File: src/rtl/tmr_bank_pkg.sv
package tmr_bank_pkg;
  localparam int NCH       = 8;   // channels 4..11 as indices 0..7
  localparam int NTICK     = 5;   // rate tick inputs
  localparam int CTL_W     = 10;  // stored control width
  localparam int NARROW_CH = 4;   // indices below this keep 8 control bits
  localparam int NARROW_W  = 8;
  localparam int ST_LSB    = 4;   // status/enable bit of channel index 0

  // control bit positions
  localparam int CB_RST  = 3;
  localparam int CB_PER  = 6;
  localparam int CB_OWN  = 7;
  localparam int CB_OFF  = 8;
  localparam int CB_SNAP = 9;

  // group leader of a channel index
  function automatic int lead_of(input int idx);
    if (idx < 4)      return 0;
    else if (idx < 6) return 4;
    else              return 6;
  endfunction
endpackage

File: src/rtl/tmr_chan.sv
module tmr_chan
  import tmr_bank_pkg::*;
#(
  parameter int DW  = 32,
  parameter int IDX = 0
) (
  input  logic             clk,
  input  logic             rst_n,
  input  logic             cnt_we,
  input  logic             mat_we,
  input  logic             ctl_we,
  input  logic [DW-1:0]    wdata,
  input  logic [NTICK-1:0] tick_en,
  input  logic             ref_adv_i,
  input  logic [DW-1:0]    ref_inc_i,
  output logic             own_adv_o,
  output logic [DW-1:0]    own_inc_o,
  output logic [DW-1:0]    cnt_o,
  output logic [DW-1:0]    mat_o,
  output logic [CTL_W-1:0] ctl_o,
  output logic             evt_o
);
  localparam bit IS_LEAD = (lead_of(IDX) == IDX);
  localparam bit WIDE    = (IDX >= NARROW_CH);
  localparam int KEEP_W  = WIDE ? CTL_W : NARROW_W;
  localparam logic [CTL_W-1:0] KEEP = CTL_W'((1 << KEEP_W) - 1);

  logic [DW-1:0]    cnt_q, cnt_d, mat_q, mat_d, own_inc, ref_inc;
  logic [CTL_W-1:0] ctl_q, ctl_d;
  logic             arm_q, arm_d;
  logic             sel_tick, clk_off, use_own, own_adv, ref_adv, evt;

  // tick selection
  always_comb begin
    sel_tick = 1'b0;
    for (int j = 0; j < NTICK; j++) begin
      if (ctl_q[2:0] == 3'(j + 1)) sel_tick = tick_en[j];
    end
  end

  // reference count and hit detection
  always_comb begin
    clk_off = WIDE && ctl_q[CB_OFF];
    use_own = IS_LEAD || ctl_q[CB_OWN];
    own_adv = use_own && sel_tick && !clk_off && !cnt_we;
    own_inc = cnt_q + DW'(1);
    ref_adv = use_own ? own_adv : ref_adv_i;
    ref_inc = use_own ? own_inc : ref_inc_i;
    evt     = ref_adv && (ref_inc == mat_q) && (ctl_q[CB_PER] || arm_q);
  end

  // next state
  always_comb begin
    cnt_d = cnt_q;
    if (cnt_we)                      cnt_d = wdata;
    else if (evt && ctl_q[CB_RST])   cnt_d = '0;
    else if (own_adv)                cnt_d = own_inc;
    mat_d = mat_we ? wdata : mat_q;
    ctl_d = ctl_we ? (wdata[CTL_W-1:0] & KEEP) : ctl_q;
    arm_d = arm_q;
    if (mat_we || ctl_we) arm_d = 1'b1;
    else if (evt)         arm_d = 1'b0;
  end

  always_ff @(posedge clk or negedge rst_n) begin
    if (!rst_n) begin
      cnt_q <= '0;
      mat_q <= '0;
      ctl_q <= '0;
      arm_q <= 1'b1;
    end else begin
      cnt_q <= cnt_d;
      mat_q <= mat_d;
      ctl_q <= ctl_d;
      arm_q <= arm_d;
    end
  end

  assign own_adv_o = own_adv;
  assign own_inc_o = own_inc;
  assign cnt_o     = cnt_q;
  assign mat_o     = mat_q;
  assign ctl_o     = ctl_q;
  assign evt_o     = evt;

  // a clearing hit leaves the count at zero
  p_clear_on_hit_r5: assert property (@(posedge clk) disable iff (!rst_n)
    (evt && ctl_q[CB_RST] && !cnt_we) |=> (cnt_q == '0));

  // a one-shot hit is not followed by another without a rewrite
  p_oneshot_once_r6: assert property (@(posedge clk) disable iff (!rst_n)
    (evt && !ctl_q[CB_PER] && !mat_we && !ctl_we) |=> !evt_o);

  // invalid select codes hold the count
  p_stopped_hold_r1: assert property (@(posedge clk) disable iff (!rst_n)
    ((ctl_q[2:0] == 3'd0 || ctl_q[2:0] > 3'd5) && !cnt_we && !(evt && ctl_q[CB_RST]))
      |=> $stable(cnt_q));

  generate
    if (!IS_LEAD) begin : g_follow_chk
      // a following channel's own count does not move
      p_follow_hold_r3: assert property (@(posedge clk) disable iff (!rst_n)
        (!ctl_q[CB_OWN] && !cnt_we && !(evt && ctl_q[CB_RST])) |=> $stable(cnt_q));
    end
    if (WIDE) begin : g_off_chk
      // force-off holds the count on wide channels
      p_force_off_r2: assert property (@(posedge clk) disable iff (!rst_n)
        (ctl_q[CB_OFF] && !cnt_we && !(evt && ctl_q[CB_RST])) |=> $stable(cnt_q));
    end
  endgenerate
endmodule

File: src/rtl/tmr_status.sv
module tmr_status #(
  parameter int NCH = 8
) (
  input  logic           clk,
  input  logic           rst_n,
  input  logic [NCH-1:0] evt_i,
  input  logic           en_we,
  input  logic           clr_we,
  input  logic [NCH-1:0] bits_i,
  output logic [NCH-1:0] en_o,
  output logic [NCH-1:0] st_o,
  output logic           irq_o
);
  logic [NCH-1:0] st_q, st_d, en_q, en_d, hit;

  always_comb begin
    hit  = evt_i & en_q;
    st_d = (st_q & ~(clr_we ? bits_i : '0)) | hit;
    en_d = en_we ? bits_i : en_q;
  end

  always_ff @(posedge clk or negedge rst_n) begin
    if (!rst_n) begin
      st_q <= '0;
      en_q <= '0;
    end else begin
      st_q <= st_d;
      en_q <= en_d;
    end
  end

  assign en_o  = en_q;
  assign st_o  = st_q;
  assign irq_o = |st_q;

  generate
    for (genvar k = 0; k < NCH; k++) begin : g_st_chk
      // an enabled hit latches its bit even against a clear
      p_hit_sets_r7: assert property (@(posedge clk) disable iff (!rst_n)
        (evt_i[k] && en_q[k]) |=> st_q[k]);
      // a clear with no new hit drops the bit
      p_clear_drops_r7: assert property (@(posedge clk) disable iff (!rst_n)
        (clr_we && bits_i[k] && !(evt_i[k] && en_q[k])) |=> !st_q[k]);
    end
  endgenerate

  // any enabled hit raises the interrupt on the next cycle
  p_irq_follows_r8: assert property (@(posedge clk) disable iff (!rst_n)
    (|(evt_i & en_q)) |=> irq_o);
endmodule

File: src/rtl/tmr_snap.sv
module tmr_snap #(
  parameter int DW    = 32,
  parameter int NPAIR = 2
) (
  input  logic                      clk,
  input  logic                      rst_n,
  input  logic [NPAIR-1:0]          cap_i,
  input  logic [NPAIR-1:0][DW-1:0]  src_i,
  output logic [DW-1:0]             snap_o
);
  logic [DW-1:0] snap_q, snap_d;

  always_comb begin
    snap_d = snap_q;
    for (int k = NPAIR - 1; k >= 0; k--) begin
      if (cap_i[k]) snap_d = src_i[k];
    end
  end

  always_ff @(posedge clk or negedge rst_n) begin
    if (!rst_n) snap_q <= '0;
    else        snap_q <= snap_d;
  end

  assign snap_o = snap_q;

  generate
    for (genvar k = 0; k < NPAIR; k++) begin : g_snap_chk
      // a capture takes the partner's count of that cycle
      p_capture_r9: assert property (@(posedge clk) disable iff (!rst_n)
        (cap_i[k] && $onehot0(cap_i)) |=> (snap_o == $past(src_i[k])));
    end
  endgenerate

  // no capture, no change
  p_snap_hold_r9: assert property (@(posedge clk) disable iff (!rst_n)
    (cap_i == '0) |=> $stable(snap_o));
endmodule

File: src/rtl/tmr_match_bank.sv
module tmr_match_bank
  import tmr_bank_pkg::*;
#(
  parameter int DW = 32,
  parameter int AW = 8
) (
  input  logic             clk,
  input  logic             rst_n,
  input  logic             wr_en,
  input  logic             rd_en,
  input  logic [AW-1:0]    addr,
  input  logic [DW-1:0]    wdata,
  output logic [DW-1:0]    rdata,
  input  logic [NTICK-1:0] tick_en,
  output logic             irq
);
  localparam int IW = $clog2(NCH);
  localparam int RW = AW - IW - 2;          // region field width
  localparam logic [AW-1:0] CNT_BASE  = AW'('h40);
  localparam logic [AW-1:0] MAT_BASE  = AW'('h80);
  localparam logic [AW-1:0] CTL_BASE  = AW'('hC0);
  localparam logic [AW-1:0] ST_ADDR   = AW'('h14);
  localparam logic [AW-1:0] EN_ADDR   = AW'('h1C);
  localparam logic [AW-1:0] SNAP_ADDR = AW'('h20);
  localparam int SNAP_A = 5, SNAP_B = 7;    // channels 9 and 11

  // reset: asynchronous assert, synchronous release
  logic [1:0] rsync_q;
  logic       rst_q;
  always_ff @(posedge clk or negedge rst_n) begin
    if (!rst_n) rsync_q <= '0;
    else        rsync_q <= {rsync_q[0], 1'b1};
  end
  assign rst_q = rsync_q[1];

  // address decode
  logic [IW-1:0] idx;
  logic          aligned, cnt_hit, mat_hit, ctl_hit;
  always_comb begin
    idx     = addr[IW+1:2];
    aligned = (addr[1:0] == 2'b00);
    cnt_hit = aligned && (addr[AW-1:IW+2] == CNT_BASE[AW-1:IW+2]);
    mat_hit = aligned && (addr[AW-1:IW+2] == MAT_BASE[AW-1:IW+2]);
    ctl_hit = aligned && (addr[AW-1:IW+2] == CTL_BASE[AW-1:IW+2]);
  end

  logic [NCH-1:0][DW-1:0]    cnt_a, mat_a, inc_a;
  logic [NCH-1:0][CTL_W-1:0] ctl_a;
  logic [NCH-1:0]            adv_a, evt_a;

  generate
    for (genvar i = 0; i < NCH; i++) begin : g_ch
      localparam int LD = lead_of(i);
      logic cwe, mwe, kwe;
      assign cwe = wr_en && cnt_hit && (idx == IW'(i));
      assign mwe = wr_en && mat_hit && (idx == IW'(i));
      assign kwe = wr_en && ctl_hit && (idx == IW'(i));
      tmr_chan #(.DW(DW), .IDX(i)) u_chan (
        .clk       (clk),
        .rst_n     (rst_q),
        .cnt_we    (cwe),
        .mat_we    (mwe),
        .ctl_we    (kwe),
        .wdata     (wdata),
        .tick_en   (tick_en),
        .ref_adv_i (adv_a[LD]),
        .ref_inc_i (inc_a[LD]),
        .own_adv_o (adv_a[i]),
        .own_inc_o (inc_a[i]),
        .cnt_o     (cnt_a[i]),
        .mat_o     (mat_a[i]),
        .ctl_o     (ctl_a[i]),
        .evt_o     (evt_a[i])
      );
    end
  endgenerate

  logic [NCH-1:0] en_v, st_v;
  tmr_status #(.NCH(NCH)) u_status (
    .clk    (clk),
    .rst_n  (rst_q),
    .evt_i  (evt_a),
    .en_we  (wr_en && (addr == EN_ADDR)),
    .clr_we (wr_en && (addr == ST_ADDR)),
    .bits_i (wdata[ST_LSB +: NCH]),
    .en_o   (en_v),
    .st_o   (st_v),
    .irq_o  (irq)
  );

  logic [1:0]         cap;
  logic [1:0][DW-1:0] cap_src;
  logic [DW-1:0]      snap;
  always_comb begin
    cap[0]     = rd_en && cnt_hit && (idx == IW'(SNAP_A)) && ctl_a[SNAP_A][CB_SNAP];
    cap[1]     = rd_en && cnt_hit && (idx == IW'(SNAP_B)) && ctl_a[SNAP_B][CB_SNAP];
    cap_src[0] = cnt_a[SNAP_A-1];
    cap_src[1] = cnt_a[SNAP_B-1];
  end

  tmr_snap #(.DW(DW), .NPAIR(2)) u_snap (
    .clk    (clk),
    .rst_n  (rst_q),
    .cap_i  (cap),
    .src_i  (cap_src),
    .snap_o (snap)
  );

  // read mux
  always_comb begin
    rdata = '0;
    if (cnt_hit)                rdata = cnt_a[idx];
    else if (mat_hit)           rdata = mat_a[idx];
    else if (ctl_hit)           rdata = DW'(ctl_a[idx]);
    else if (addr == ST_ADDR)   rdata = DW'(st_v) << ST_LSB;
    else if (addr == EN_ADDR)   rdata = DW'(en_v) << ST_LSB;
    else if (addr == SNAP_ADDR) rdata = snap;
  end

  // narrow channels never hold the upper control bits
  p_ctl_mask_r2: assert property (@(posedge clk) disable iff (!rst_q)
    (wr_en && ctl_hit && (idx < IW'(NARROW_CH)))
      |=> (ctl_a[$past(idx)][CTL_W-1:NARROW_W] == '0));

  // interrupt low straight after the reset release
  p_reset_quiet_r10: assert property (@(posedge clk) disable iff (!rst_n)
    $rose(rst_q) |-> !irq);
endmodule

File: config.mk
export PLATFORM = sky130hd
export DESIGN_NAME = tmr_match_bank
export DESIGN_NICKNAME = d
export VERILOG_FILES = /design/src/rtl/tmr_bank_pkg.sv /design/src/rtl/tmr_chan.sv /design/src/rtl/tmr_status.sv /design/src/rtl/tmr_snap.sv /design/src/rtl/tmr_match_bank.sv
export SDC_FILE = /design/constraint.sdc
export NUM_CORES = 2
export LEC_CHECK = 0
export ABC_AREA = 1
export BUFFER_PORTS_ARGS = -buffer_cell sky130_fd_sc_hd__buf_4
export CAP_MARGIN = 40
export CELL_PAD_IN_SITES_DETAIL_PLACEMENT = 1
export CELL_PAD_IN_SITES_GLOBAL_PLACEMENT = 1
export CORE_ASPECT_RATIO = 1.1
export CORE_MARGIN = 10
export CORE_UTILIZATION = 25
export DETAILED_ROUTE_END_ITERATION = 6
export GPL_ROUTABILITY_DRIVEN = 0
export GPL_TIMING_DRIVEN = 0
export PLACE_DENSITY_LB_ADDON = 0.3
export SETUP_SLACK_MARGIN = 0.02
export SYNTH_ARGS = -nofsm -noshare
export SYNTH_HDL_FRONTEND = slang
export SYNTH_HIERARCHICAL = 1
export SYNTH_SLANG_ARGS = --single-unit
File: constraint.sdc
create_clock -name clk -period 19.4 [get_ports clk]
set_clock_uncertainty 0.15 [all_clocks]
set_input_delay 1.94 -clock clk [delete_from_list [all_inputs] [get_ports clk]]
set_output_delay 1.94 -clock clk [all_outputs]
set_load 0.05 [all_outputs]
==> flow_summary.yaml <==
drt:
  drc: 257
  via_count: 66472
  drt-initial-drc-count: 7282
  wl_per_cell_um: 28.4
  antenna_left: 0
  vias_per_cell: 5.45
  first_pass_iters: 7
  routed_wl_um: 346000
floorplan:
  fp.coreArea_sq_um: 212000
  dieArea_sq_um: 232000
  start_util_pct: 25.2
  io_pins: 82
  fp.dieH_um: 505
  placementRows: 177
  chipWidth_um: 461
logic_synthesis:
  yosys_warnings: 6
  syn_area_per_cell_sq_um: 5.86
  syn_inst: 9113
  syn_area_sq_um: 53400
global_routing:
  groute.usage.overall_pct: 28.5
  grt_max_degree: 58
  grt_pass1_vias: 65530
  gr-total-overflow: 0
  antenna_found_initial: 46
  grt_pass1_wl_um: 478000
worst_setup_path:
  rr_startpoint: "g_ch[0].u_chan/cnt_o[1]"
  cp.required_ns: 17.31
  worstReg2RegEnd: "g_ch[3].u_chan/cnt_o[14]"
  crit_path_start: "addr[4]"
  worstSetupPathType: "in -> out"
  r2r_slack_ns: 14.77
  critPathCaptureType: "output pin"
  rr_worst_depth: 18
  worstPathArrival_ns: 5.30
  startpoint_type: "input port"
  path_max_fanout: 10
clock_network:
  post-cts-setup-buffer-count: 0
  insertion_delay_ns: 0.76
  clockBufferDepth: 3
  clkTransAtPathRegs_ns: 0.06
  cts_tree: "done"
  clockRootBuffer: "clkbuf_16"
  cts.sinks: 642
  ctsResizeCount: 0
  holdBufCountCts: 0
  cts-htree-levels: 3
  cts_made_buffers: 92
sta:
  rsz0062_at_grt: "no"
  hold_viol: 0
  drv_slew: 0
  fin_crit_ns: 7.39
  slew_headroom_pct: 22.8
  fin_crit_sh_pct: 38.1
  max_freq_ghz: 0.135
  tightest_slew_ns: 1.16
  setup_violations: 0
  holdWs_ns: 0.189
finish:
  layout-drive-gt1-share_pct: 8.74
  fin_cells: 12196
  fin_util_pct: 28.9
  fin_area_sq_um: 61200
  syn_to_final_growth_pct: 14.7
  final_nets: 9371
  n_fill_cell: 27649
job:
  drv_cap: 0
placed_design:
  placedCellCount: 11994
  port_buffers: 79
  place_area_sq_um: 57900
  dp_hpwl_um: 269000
status:
  status: "finished with violations"
  violations: "design-rule violations"
pwr:
  ir_worst_vdd_uv: 74.3
  p_leak_nw: 31.1
  pwr_density_cell_nw_per_um2: 89.0
min_path:
  hold_class: "reg -> async"
## area by class of cell
cell class              instances  area [sq um]  share of cell area, %
multi-input cells            7206         32000                   52.2
flip-flops and latches        642         16100                   26.3
well taps                    2774          3470                   5.67
inverters                     879          3300                   5.40
clock buffers                 133          2670                   4.36
plain buffers                 390          2030                   3.31
repair buffers                103          1070                   1.75
clock inverters                41           553                  0.903
diodes                         28          70.1                  0.114
## worst max path at each step
| stage | endpoint | cells past startpoint |
|---|---|---|
| after global routing | rdata[16] | 8 |
| after global placement | g_ch[7].u_chan/cnt_o[16] | 0 |
| after floorplan | g_ch[0].u_chan/cnt_o[0] | 0 |
| after detailed placement | g_ch[7].u_chan/cnt_o[25] | 26 |
| after CTS | rdata[9] | 8 |
| final | rdata[22] | 8 |
## through the flow
step / power (mW) / worst slack, ns / TNS (ns)
after floorplan: 2.64 / 0.0444 / 0
after detailed placement: 3.50 / 12.47 / 0
final: 5.45 / 12.01 / 0
after global placement: 3.44 / -11.02 / -6910.52
after CTS: 5.37 / 12.59 / 0
after global routing: 5.64 / 12.34 / 0
## worst max-delay path: stages
cell,delay (ns)
buf_4,0.12
inv_2,0.16
clkbuf_1,0.76
buf_1,0.71
nand4_1,0.81
nand3_1,0.32
nand3_1,0.19
buf_4,0.24
## registers in the layout, summed over array words and instances (netlist names)
register,cells
g_ch.u_chan/arm_q,8
g_ch.u_chan/cnt_o,256
u_status/st_o,8
g_ch.u_chan/mat_o,256
g_ch.u_chan/ctl_o,72
u_snap/snap_o,32
u_status/en_o,8
rsync_q,2
## report_power, final
part           internal, mW  total [mW]  switching, mW
sequential             1.47        1.81          0.338
combinational         0.449        1.77           1.32
clock                  1.11        1.87          0.763
## routing by layer
layer | global-route usage [%] | up-vias | part of all wire (%)
li1 | - | 29179 | -
met5 | 2.45 | - | 0.26
met4 | 23.7 | 22 | 10
met2 | 43.5 | 3366 | 43
met3 | 8.49 | 1219 | 9.3
met1 | 32.5 | 32686 | 37
## layout by cell type (no fill, tap or decap), types with 47 or more instances in the layout
cell type  instances
o21ai_0          329
nand3_1         1001
or2_2             85
clkbuf_16         93
nor2_4            47
nand4_1          283
inv_1            852
nand2_1         4110
a21oi_1          204
nand2_2          106
buf_4            119
dfrtp_1          633
clkbuf_1         229
buf_2             81
nor2_1           745
No activity file was read; power rests on OpenSTA's default activity.
